$ cat src/rtl/acc_alu_pkg.sv
package acc_alu_pkg;

  localparam logic [3:0] OP_ADD  = 4'd0;
  localparam logic [3:0] OP_ADDC = 4'd1;
  localparam logic [3:0] OP_SUBB = 4'd2;
  localparam logic [3:0] OP_AND  = 4'd3;
  localparam logic [3:0] OP_OR   = 4'd4;
  localparam logic [3:0] OP_XOR  = 4'd5;
  localparam logic [3:0] OP_INC  = 4'd6;
  localparam logic [3:0] OP_DEC  = 4'd7;
  localparam logic [3:0] OP_LOAD = 4'd8;

  // Status word bit positions (decoded by neighbours, so fixed)
  localparam int SW_CY  = 7;
  localparam int SW_AC  = 6;
  localparam int SW_F0  = 5;
  localparam int SW_BK1 = 4;
  localparam int SW_BK0 = 3;
  localparam int SW_OV  = 2;
  localparam int SW_UD  = 1;
  localparam int SW_P   = 0;

  typedef struct packed {
    logic cy;
    logic ac;
    logic ov;
  } arith_flags_t;

  function automatic logic op_is_arith(input logic [3:0] op);
    return (op == OP_ADD) || (op == OP_ADDC) || (op == OP_SUBB);
  endfunction

  function automatic logic op_is_logic(input logic [3:0] op);
    return (op == OP_AND) || (op == OP_OR) || (op == OP_XOR);
  endfunction

  function automatic logic op_writes_acc(input logic [3:0] op);
    return op <= OP_LOAD;
  endfunction

endpackage

$ cat src/rtl/alu_datapath.sv
module alu_datapath
  import acc_alu_pkg::*;
#(
  parameter int W   = 8,
  parameter int NIB = W / 2
) (
  input  logic [3:0]   op_code,
  input  logic [W-1:0] acc,
  input  logic [W-1:0] operand,
  input  logic         cy_in,
  output logic [W-1:0] result,
  output logic         acc_wr,
  output logic         flags_wr,
  output arith_flags_t flags
);

  logic         is_sub;
  logic [W-1:0] addend;
  logic [W:0]   carry;
  logic [W-1:0] sum;

  assign is_sub = (op_code == OP_SUBB);
  assign addend = is_sub ? ~operand : operand;

  always_comb begin
    if (op_code == OP_ADDC)      carry[0] = cy_in;
    else if (is_sub)             carry[0] = ~cy_in;
    else                         carry[0] = 1'b0;
  end

  // Ripple chain: every internal carry is visible for AC and OV
  for (genvar i = 0; i < W; i++) begin : g_chain
    assign sum[i]     = acc[i] ^ addend[i] ^ carry[i];
    assign carry[i+1] = (acc[i] & addend[i]) | (carry[i] & (acc[i] ^ addend[i]));
  end

  // Named events for checking
  logic ev_top_carry;
  logic ev_nib_carry;
  logic ev_sign_flip;
  assign ev_top_carry = carry[W];
  assign ev_nib_carry = carry[NIB];
  assign ev_sign_flip = carry[W] ^ carry[W-1];

  always_comb begin
    flags.cy = is_sub ? ~ev_top_carry : ev_top_carry;
    flags.ac = is_sub ? ~ev_nib_carry : ev_nib_carry;
    flags.ov = ev_sign_flip;
  end

  always_comb begin
    case (op_code)
      OP_ADD, OP_ADDC, OP_SUBB: result = sum;
      OP_AND:  result = acc & operand;
      OP_OR:   result = acc | operand;
      OP_XOR:  result = acc ^ operand;
      OP_INC:  result = acc + W'(1);
      OP_DEC:  result = acc - W'(1);
      OP_LOAD: result = operand;
      default: result = acc;
    endcase
  end

  assign acc_wr   = op_writes_acc(op_code);
  assign flags_wr = op_is_arith(op_code);

endmodule

$ cat src/rtl/alu_status_reg.sv
module alu_status_reg
  import acc_alu_pkg::*;
#(
  parameter int W = 8
) (
  input  logic         clk,
  input  logic         rst_n,
  input  logic         flags_wr,
  input  arith_flags_t flags_in,
  input  logic         bus_sw_we,
  input  logic [W-1:0] bus_wdata,
  input  logic [W-1:0] acc_now,
  output logic [W-1:0] sw_q,
  output logic [1:0]   bank_sel
);

  logic [W-1:1] held;
  logic [W-1:0] par_chain;

  always_ff @(posedge clk or negedge rst_n) begin
    if (!rst_n) begin
      held <= '0;
    end else if (bus_sw_we) begin
      held <= bus_wdata[W-1:1];
    end else if (flags_wr) begin
      held[SW_CY] <= flags_in.cy;
      held[SW_AC] <= flags_in.ac;
      held[SW_OV] <= flags_in.ov;
    end
  end

  assign par_chain[0] = acc_now[0];
  for (genvar i = 1; i < W; i++) begin : g_par
    assign par_chain[i] = par_chain[i-1] ^ acc_now[i];
  end

  assign sw_q     = {held, par_chain[W-1]};
  assign bank_sel = {held[SW_BK1], held[SW_BK0]};


  flags_hold_chk: assert property (@(posedge clk) disable iff (!rst_n)
    (!bus_sw_we && !flags_wr) |=> (sw_q[W-1:1] == $past(sw_q[W-1:1])));


  sw_write_chk: assert property (@(posedge clk) disable iff (!rst_n)
    bus_sw_we |=> (sw_q[W-1:1] == $past(bus_wdata[W-1:1])));


  parity_chk: assert property (@(posedge clk) disable iff (!rst_n)
    sw_q[SW_P] == ($countones(acc_now) % 2 == 1));

endmodule

$ cat src/rtl/alu_regs.sv
module alu_regs #(
  parameter int              W        = 8,
  parameter int              AW       = 8,
  parameter logic [AW-1:0]   SW_ADDR  = 8'hD0,
  parameter logic [AW-1:0]   ACC_ADDR = 8'hE0,
  parameter logic [AW-1:0]   B_ADDR   = 8'hF0
) (
  input  logic          clk,
  input  logic          rst_n,
  input  logic          acc_wr,
  input  logic [W-1:0]  acc_next,
  input  logic [AW-1:0] bus_addr,
  input  logic          bus_we,
  input  logic [W-1:0]  bus_wdata,
  input  logic [W-1:0]  sw_in,
  output logic [W-1:0]  acc_q,
  output logic [W-1:0]  b_q,
  output logic [W-1:0]  bus_rdata,
  output logic          sw_we
);

  logic hit_acc, hit_b, hit_sw;
  assign hit_acc = (bus_addr == ACC_ADDR);
  assign hit_b   = (bus_addr == B_ADDR);
  assign hit_sw  = (bus_addr == SW_ADDR);
  assign sw_we   = bus_we && hit_sw;

  always_ff @(posedge clk or negedge rst_n) begin
    if (!rst_n) begin
      acc_q <= '0;
    end else if (bus_we && hit_acc) begin
      acc_q <= bus_wdata;
    end else if (acc_wr) begin
      acc_q <= acc_next;
    end
  end

  always_ff @(posedge clk or negedge rst_n) begin
    if (!rst_n) begin
      b_q <= '0;
    end else if (bus_we && hit_b) begin
      b_q <= bus_wdata;
    end
  end

  always_comb begin
    if (hit_acc)     bus_rdata = acc_q;
    else if (hit_b)  bus_rdata = b_q;
    else if (hit_sw) bus_rdata = sw_in;
    else             bus_rdata = '0;
  end


  bus_acc_prec_chk: assert property (@(posedge clk) disable iff (!rst_n)
    (bus_we && hit_acc) |=> (acc_q == $past(bus_wdata)));


  b_hold_chk: assert property (@(posedge clk) disable iff (!rst_n)
    !(bus_we && hit_b) |=> (b_q == $past(b_q)));

endmodule

$ cat src/rtl/acc_alu_core.sv
module acc_alu_core
  import acc_alu_pkg::*;
#(
  parameter int            W        = 8,
  parameter int            AW       = 8,
  parameter logic [AW-1:0] SW_ADDR  = 8'hD0,
  parameter logic [AW-1:0] ACC_ADDR = 8'hE0,
  parameter logic [AW-1:0] B_ADDR   = 8'hF0
) (
  input  logic          clk,
  input  logic          rst_n,
  input  logic          op_valid,
  input  logic [3:0]    op_code,
  input  logic [W-1:0]  op_operand,
  input  logic [AW-1:0] bus_addr,
  input  logic          bus_we,
  input  logic [W-1:0]  bus_wdata,
  output logic [W-1:0]  bus_rdata,
  output logic [W-1:0]  acc_q,
  output logic [W-1:0]  b_q,
  output logic [W-1:0]  psw_q,
  output logic [1:0]    bank_sel
);

  logic [W-1:0] dp_result;
  logic         dp_acc_wr, dp_flags_wr;
  arith_flags_t dp_flags;
  logic         sw_we;

  alu_datapath #(.W(W)) u_dp (
    .op_code  (op_code),
    .acc      (acc_q),
    .operand  (op_operand),
    .cy_in    (psw_q[SW_CY]),
    .result   (dp_result),
    .acc_wr   (dp_acc_wr),
    .flags_wr (dp_flags_wr),
    .flags    (dp_flags)
  );

  alu_regs #(
    .W(W), .AW(AW), .SW_ADDR(SW_ADDR), .ACC_ADDR(ACC_ADDR), .B_ADDR(B_ADDR)
  ) u_regs (
    .clk       (clk),
    .rst_n     (rst_n),
    .acc_wr    (op_valid && dp_acc_wr),
    .acc_next  (dp_result),
    .bus_addr  (bus_addr),
    .bus_we    (bus_we),
    .bus_wdata (bus_wdata),
    .sw_in     (psw_q),
    .acc_q     (acc_q),
    .b_q       (b_q),
    .bus_rdata (bus_rdata),
    .sw_we     (sw_we)
  );

  alu_status_reg #(.W(W)) u_sw (
    .clk       (clk),
    .rst_n     (rst_n),
    .flags_wr  (op_valid && dp_flags_wr),
    .flags_in  (dp_flags),
    .bus_sw_we (sw_we),
    .bus_wdata (bus_wdata),
    .acc_now   (acc_q),
    .sw_q      (psw_q),
    .bank_sel  (bank_sel)
  );

  logic bus_hits_acc_or_sw;
  assign bus_hits_acc_or_sw = bus_we && ((bus_addr == ACC_ADDR) || (bus_addr == SW_ADDR));


  addc_result_chk: assert property (@(posedge clk) disable iff (!rst_n)
    (op_valid && op_code == OP_ADDC && !bus_hits_acc_or_sw)
      |=> (acc_q == $past(W'(acc_q + op_operand + W'(psw_q[SW_CY])))));


  incdec_flag_chk: assert property (@(posedge clk) disable iff (!rst_n)
    (op_valid && (op_code == OP_INC || op_code == OP_DEC) && !sw_we)
      |=> (psw_q[W-1:1] == $past(psw_q[W-1:1])));


  idle_acc_chk: assert property (@(posedge clk) disable iff (!rst_n)
    (!bus_hits_acc_or_sw && (!op_valid || op_code > OP_LOAD))
      |=> (acc_q == $past(acc_q)));

endmodule

$ cat config.mk
export PLATFORM = sky130hd
export DESIGN_NAME = acc_alu_core
export DESIGN_NICKNAME = d
export VERILOG_FILES = /design/src/rtl/acc_alu_pkg.sv /design/src/rtl/alu_datapath.sv /design/src/rtl/alu_status_reg.sv /design/src/rtl/alu_regs.sv /design/src/rtl/acc_alu_core.sv
export SDC_FILE = /design/constraint.sdc
export NUM_CORES = 1
export LEC_CHECK = 0
export BUFFER_PORTS_ARGS = -buffer_cell sky130_fd_sc_hd__buf_2
export CAP_MARGIN = 25
export CORE_MARGIN = 2
export CORE_UTILIZATION = 59
export DETAILED_ROUTE_END_ITERATION = 8
export PLACE_DENSITY = 0.87
export RECOVER_POWER = 100
export SETUP_SLACK_MARGIN = 0.2
export SYNTH_ARGS = -nofsm -noshare
export SYNTH_HDL_FRONTEND = slang
export SYNTH_SLANG_ARGS = --single-unit
$ cat constraint.sdc
create_clock -name clk -period 7.46 [get_ports clk]
set_input_delay 1.492 -clock clk [delete_from_list [all_inputs] [get_ports clk]]
set_output_delay 1.492 -clock clk [all_outputs]
set_load 0.1 [all_outputs]
==> results.txt <==
area grow syn2layout: 8.94%
number of global-route vias before repair: 2414
fin crit share: 85.0%
#FFs+latches synth: 23
pin count of the biggest net entering global routing: 31
Initial Util: 60.1%
Root Buffer: clkbuf_8
Simple-Gate Fraction of Synth Area: 20.1%
maximum operating frequency: 0.158 GHz
CTS tree: yes
switching power total: 0.000553 W
share of cells above drive strength 1: 15.3%
GPL Wtd Cong: 0.957
Syn Area/Cell: 8.67 sq um
via count: 2681
EDFF count, synth: 0
CP Cell Sequence: buf_2 > nand2b_1 > nor3_1 > clkbuf_1 > xnor2_1 > fa_1 > fa_1 > fa_1 > fa_1 > fa_1 > inv_1 > fa_1 > inv_1 > fa_1 > fa_1 > xnor2_1 > nor2_1 > a21oi_1 > o21ai_0
Yosys warnings: 0
Yosys top cell by area: dfrtp_1
diode count: 0
Placed Instances: 422
VDD IR max: 0.299 mV
status: completed
total global-route track usage: 28.7%
most frequent cells in the layout: 37 x clkbuf_1, 30 x buf_2, 24 x inv_1
Initial DRC Count: 255
Yosys top cell area share: 20.6%
drt via density: 6.29
Synth cell types: 57
leak pwr: 1.32 nW
Final WS setup: 1.12 ns
CTS clk-pin slew, worst paths: 0.08 ns
chip height: 72.9 microns
non-filler cells, final: 426
die width: 72.9 microns
slowest CP cell: clkbuf_1
Routed Antenna Nets: 0
GRT Residual Overflow: 0
worst-skew pair later-pin latency: 0.26 ns
Max Transition Viols Final: 0
Setup crit end kind: register
Core ar.: 4660 sq um
crit path DAT: 6.44 ns
# hold bufs at CTS: 0
routed wl met2: 3590 microns
Slowest Stage Delay on Critical Path: 0.54 ns
first-pass GRT wire length: 11800 microns
met1 WL: 3100 microns
Hold Slack: 0.536 ns
RSZ-0062 raised after global routing: no
Cell Int Power: 0.000340 W
number of buffers added on ports: 65
crit path max fanout: 30
Detailed Place HPWL: 5790 microns
fin nets: 436
Compound-Gate Fraction of Synth Area: 20.0%
sequential share of power: 22.8%
main combinational cell family by area after synthesis: simple AND/OR/NAND/NOR gates
commonest non-fill, non-tap cell in the layout: clkbuf_1
ys flop type: dfrtp_1
Routed WL: 7400 microns
post-synthesis mux area share: 9.43%
met3 wire len: 628 microns
power per cell area: 293 nW/um^2
DR WL/cell: 17.4 microns
I/O pin cnt: 66
top sig layer: met4
combinational share of power: 68.7%
Synth area leaders: dfrtp_1 21%, ha_1 9.8%, mux2_2 7.6%, fa_1 6.4%, xnor2_1 5.9%
Rel. slew slack: 16.4%
worst setup path category: in2reg
postcts setup bufs: 0
CP Data Required Time: 7.55 ns
DRC: 0
adder-cell share of the synthesized area: 16.3%
count of final setup violators: 0
setup TNS: 0 ns
CTS max path bufs: 2
Die ar.: 5310 sq um
Net Sw Frac: 61.9%
DRT Pass-1 Iters: 5
initial antenna violation count: 0
Post-Synth XOR/XNOR Area: 6.26%
Max Cap Viol: 0
sequential area share after synthesis: 20.6%
post-place setup slack: 1.27 ns
Final Skew: 0.00349 ns
Worst Tran Pin Value: 1.25 ns
Most common cell on crit path: fa_1
Mapped Area: 2800 sq um
final hold vios: 0
post-CTS resize count: 0
number of cell rows: 25
Async SR Flop Fraction: 100%
min Tclk post-route: 6.34 ns
H-tree Lvls: 1
syn_nets: 386
Clk pwr share: 8.5%
Syn Inst Count: 323
CTS sink cnt: 23
total CTS buffers: 3
Hold/Removal Path Class: reg2reg
nature of the critical path startpoint: primary input
cell usage after synthesis, types with 3 or more instances:
cell type	number
inv_1	24
dfrtp_1	23
ha_1	22
nor2_1	21
o21ai_0	21
a21oi_1	20
mux2_2	19
xnor2_1	19
nand2_1	16
a22oi_1	9
fa_1	9
nand2b_1	9
buf_2	7
clkbuf_1	7
nor2b_1	7
nor3b_1	7
a211oi_1	6
mux2i_1	5
o22ai_1	5
and3_1	4
nand3_1	4
nand4_1	4
o21a_1	4
a32oi_1	3
buf_4	3
nand3b_1	3
nor3_1	3
worst max-delay path: cells and delay by family:
| family | cells | cell delay (ns) |
|---|---|---|
| adder cells (fa/ha/maj) | 8 | 3.04 |
| buffers and inverters | 4 | 0.91 |
| AND/OR/NAND/NOR | 3 | 0.42 |
| XOR/XNOR | 2 | 0.36 |
| AO/OA/AOI/OAI | 2 | 0.18 |
final timing paths:
| path | from | slack (ns) | to | cells past startpoint |
|---|---|---|---|---|
| worst min register to register | u_regs.b_q[5]$_DFFE_PN0P_ | 0.54 | u_regs.b_q[5]$_DFFE_PN0P_ | 1 |
| worst min-delay path | u_regs.b_q[5]$_DFFE_PN0P_ | 0.54 | u_regs.b_q[5]$_DFFE_PN0P_ | 1 |
| worst max register to register | u_regs.acc_q[0]$_DFFE_PN0P_ | 2.91 | u_sw.held[2]$_DFFE_PN0P_ | 15 |
| min in group asynchronous | rst_n | 1.48 | u_regs.b_q[0]$_DFFE_PN0P_ | 1 |
| max in group asynchronous | rst_n | 5.24 | u_regs.acc_q[7]$_DFFE_PN0P_ | 1 |
| worst max-delay path | op_code[0] | 1.12 | u_sw.held[2]$_DFFE_PN0P_ | 19 |
power groups by stage:
| stage | clock network [W] | logic, W | registers [W] |
|---|---|---|---|
| global route | 0.0000829 | 0.000653 | 0.000207 |
| finish | 0.0000760 | 0.000614 | 0.000203 |
| detailed placement | 0 | 0.000625 | 0.000204 |
| global placement | 0 | 0.000616 | 0.000203 |
| CTS | 0.0000783 | 0.000628 | 0.000201 |
| floorplan | 0 | 0.000364 | 0.000341 |
through the flow:
stage / total power, W / util (%) / cell area (sq um)
after floorplan: 0.000705 / - / 2800
after global placement: 0.000819 / 66.2 / 3080
after detailed placement: 0.000828 / 66.2 / 3080
after CTS: 0.000907 / 67.1 / 3130
after global routing: 0.000943 / 65.4 / 3050
final: 0.000893 / 65.4 / 3050
cell type report:
type	count	area, sq um
multi-input combinational	255	1990
fill	399	1610
sequential	23	576
timing repair buffer	66	285
inverter	24	90.1
tap	54	67.6
clock buffer	4	45.0
state kept, by name, summed over array words and instances, names as in the netlist:
name / flops
u_regs.b_q: 8
u_sw.held: 7
u_regs.acc_q: 8
per-layer routing:
| metal | vias to the layer above | GRT usage [%] |
|---|---|---|
| li1 | 1258 | - |
| met1 | 1282 | 41.1 |
| met2 | 131 | 46.3 |
| met3 | 10 | 3.59 |
| met4 | 0 | 7.20 |
| met5 | - | 0 |
cell families after synthesis:
logic type / after synthesis
flip-flops: 23
adder cells (fa/ha/maj): 31
XOR/XNOR: 20
multiplexers: 24
buffers and inverters: 45
AND/OR/NAND/NOR: 93
AO/OA/AOI/OAI: 87
Power figures use the tool's default switching activity.
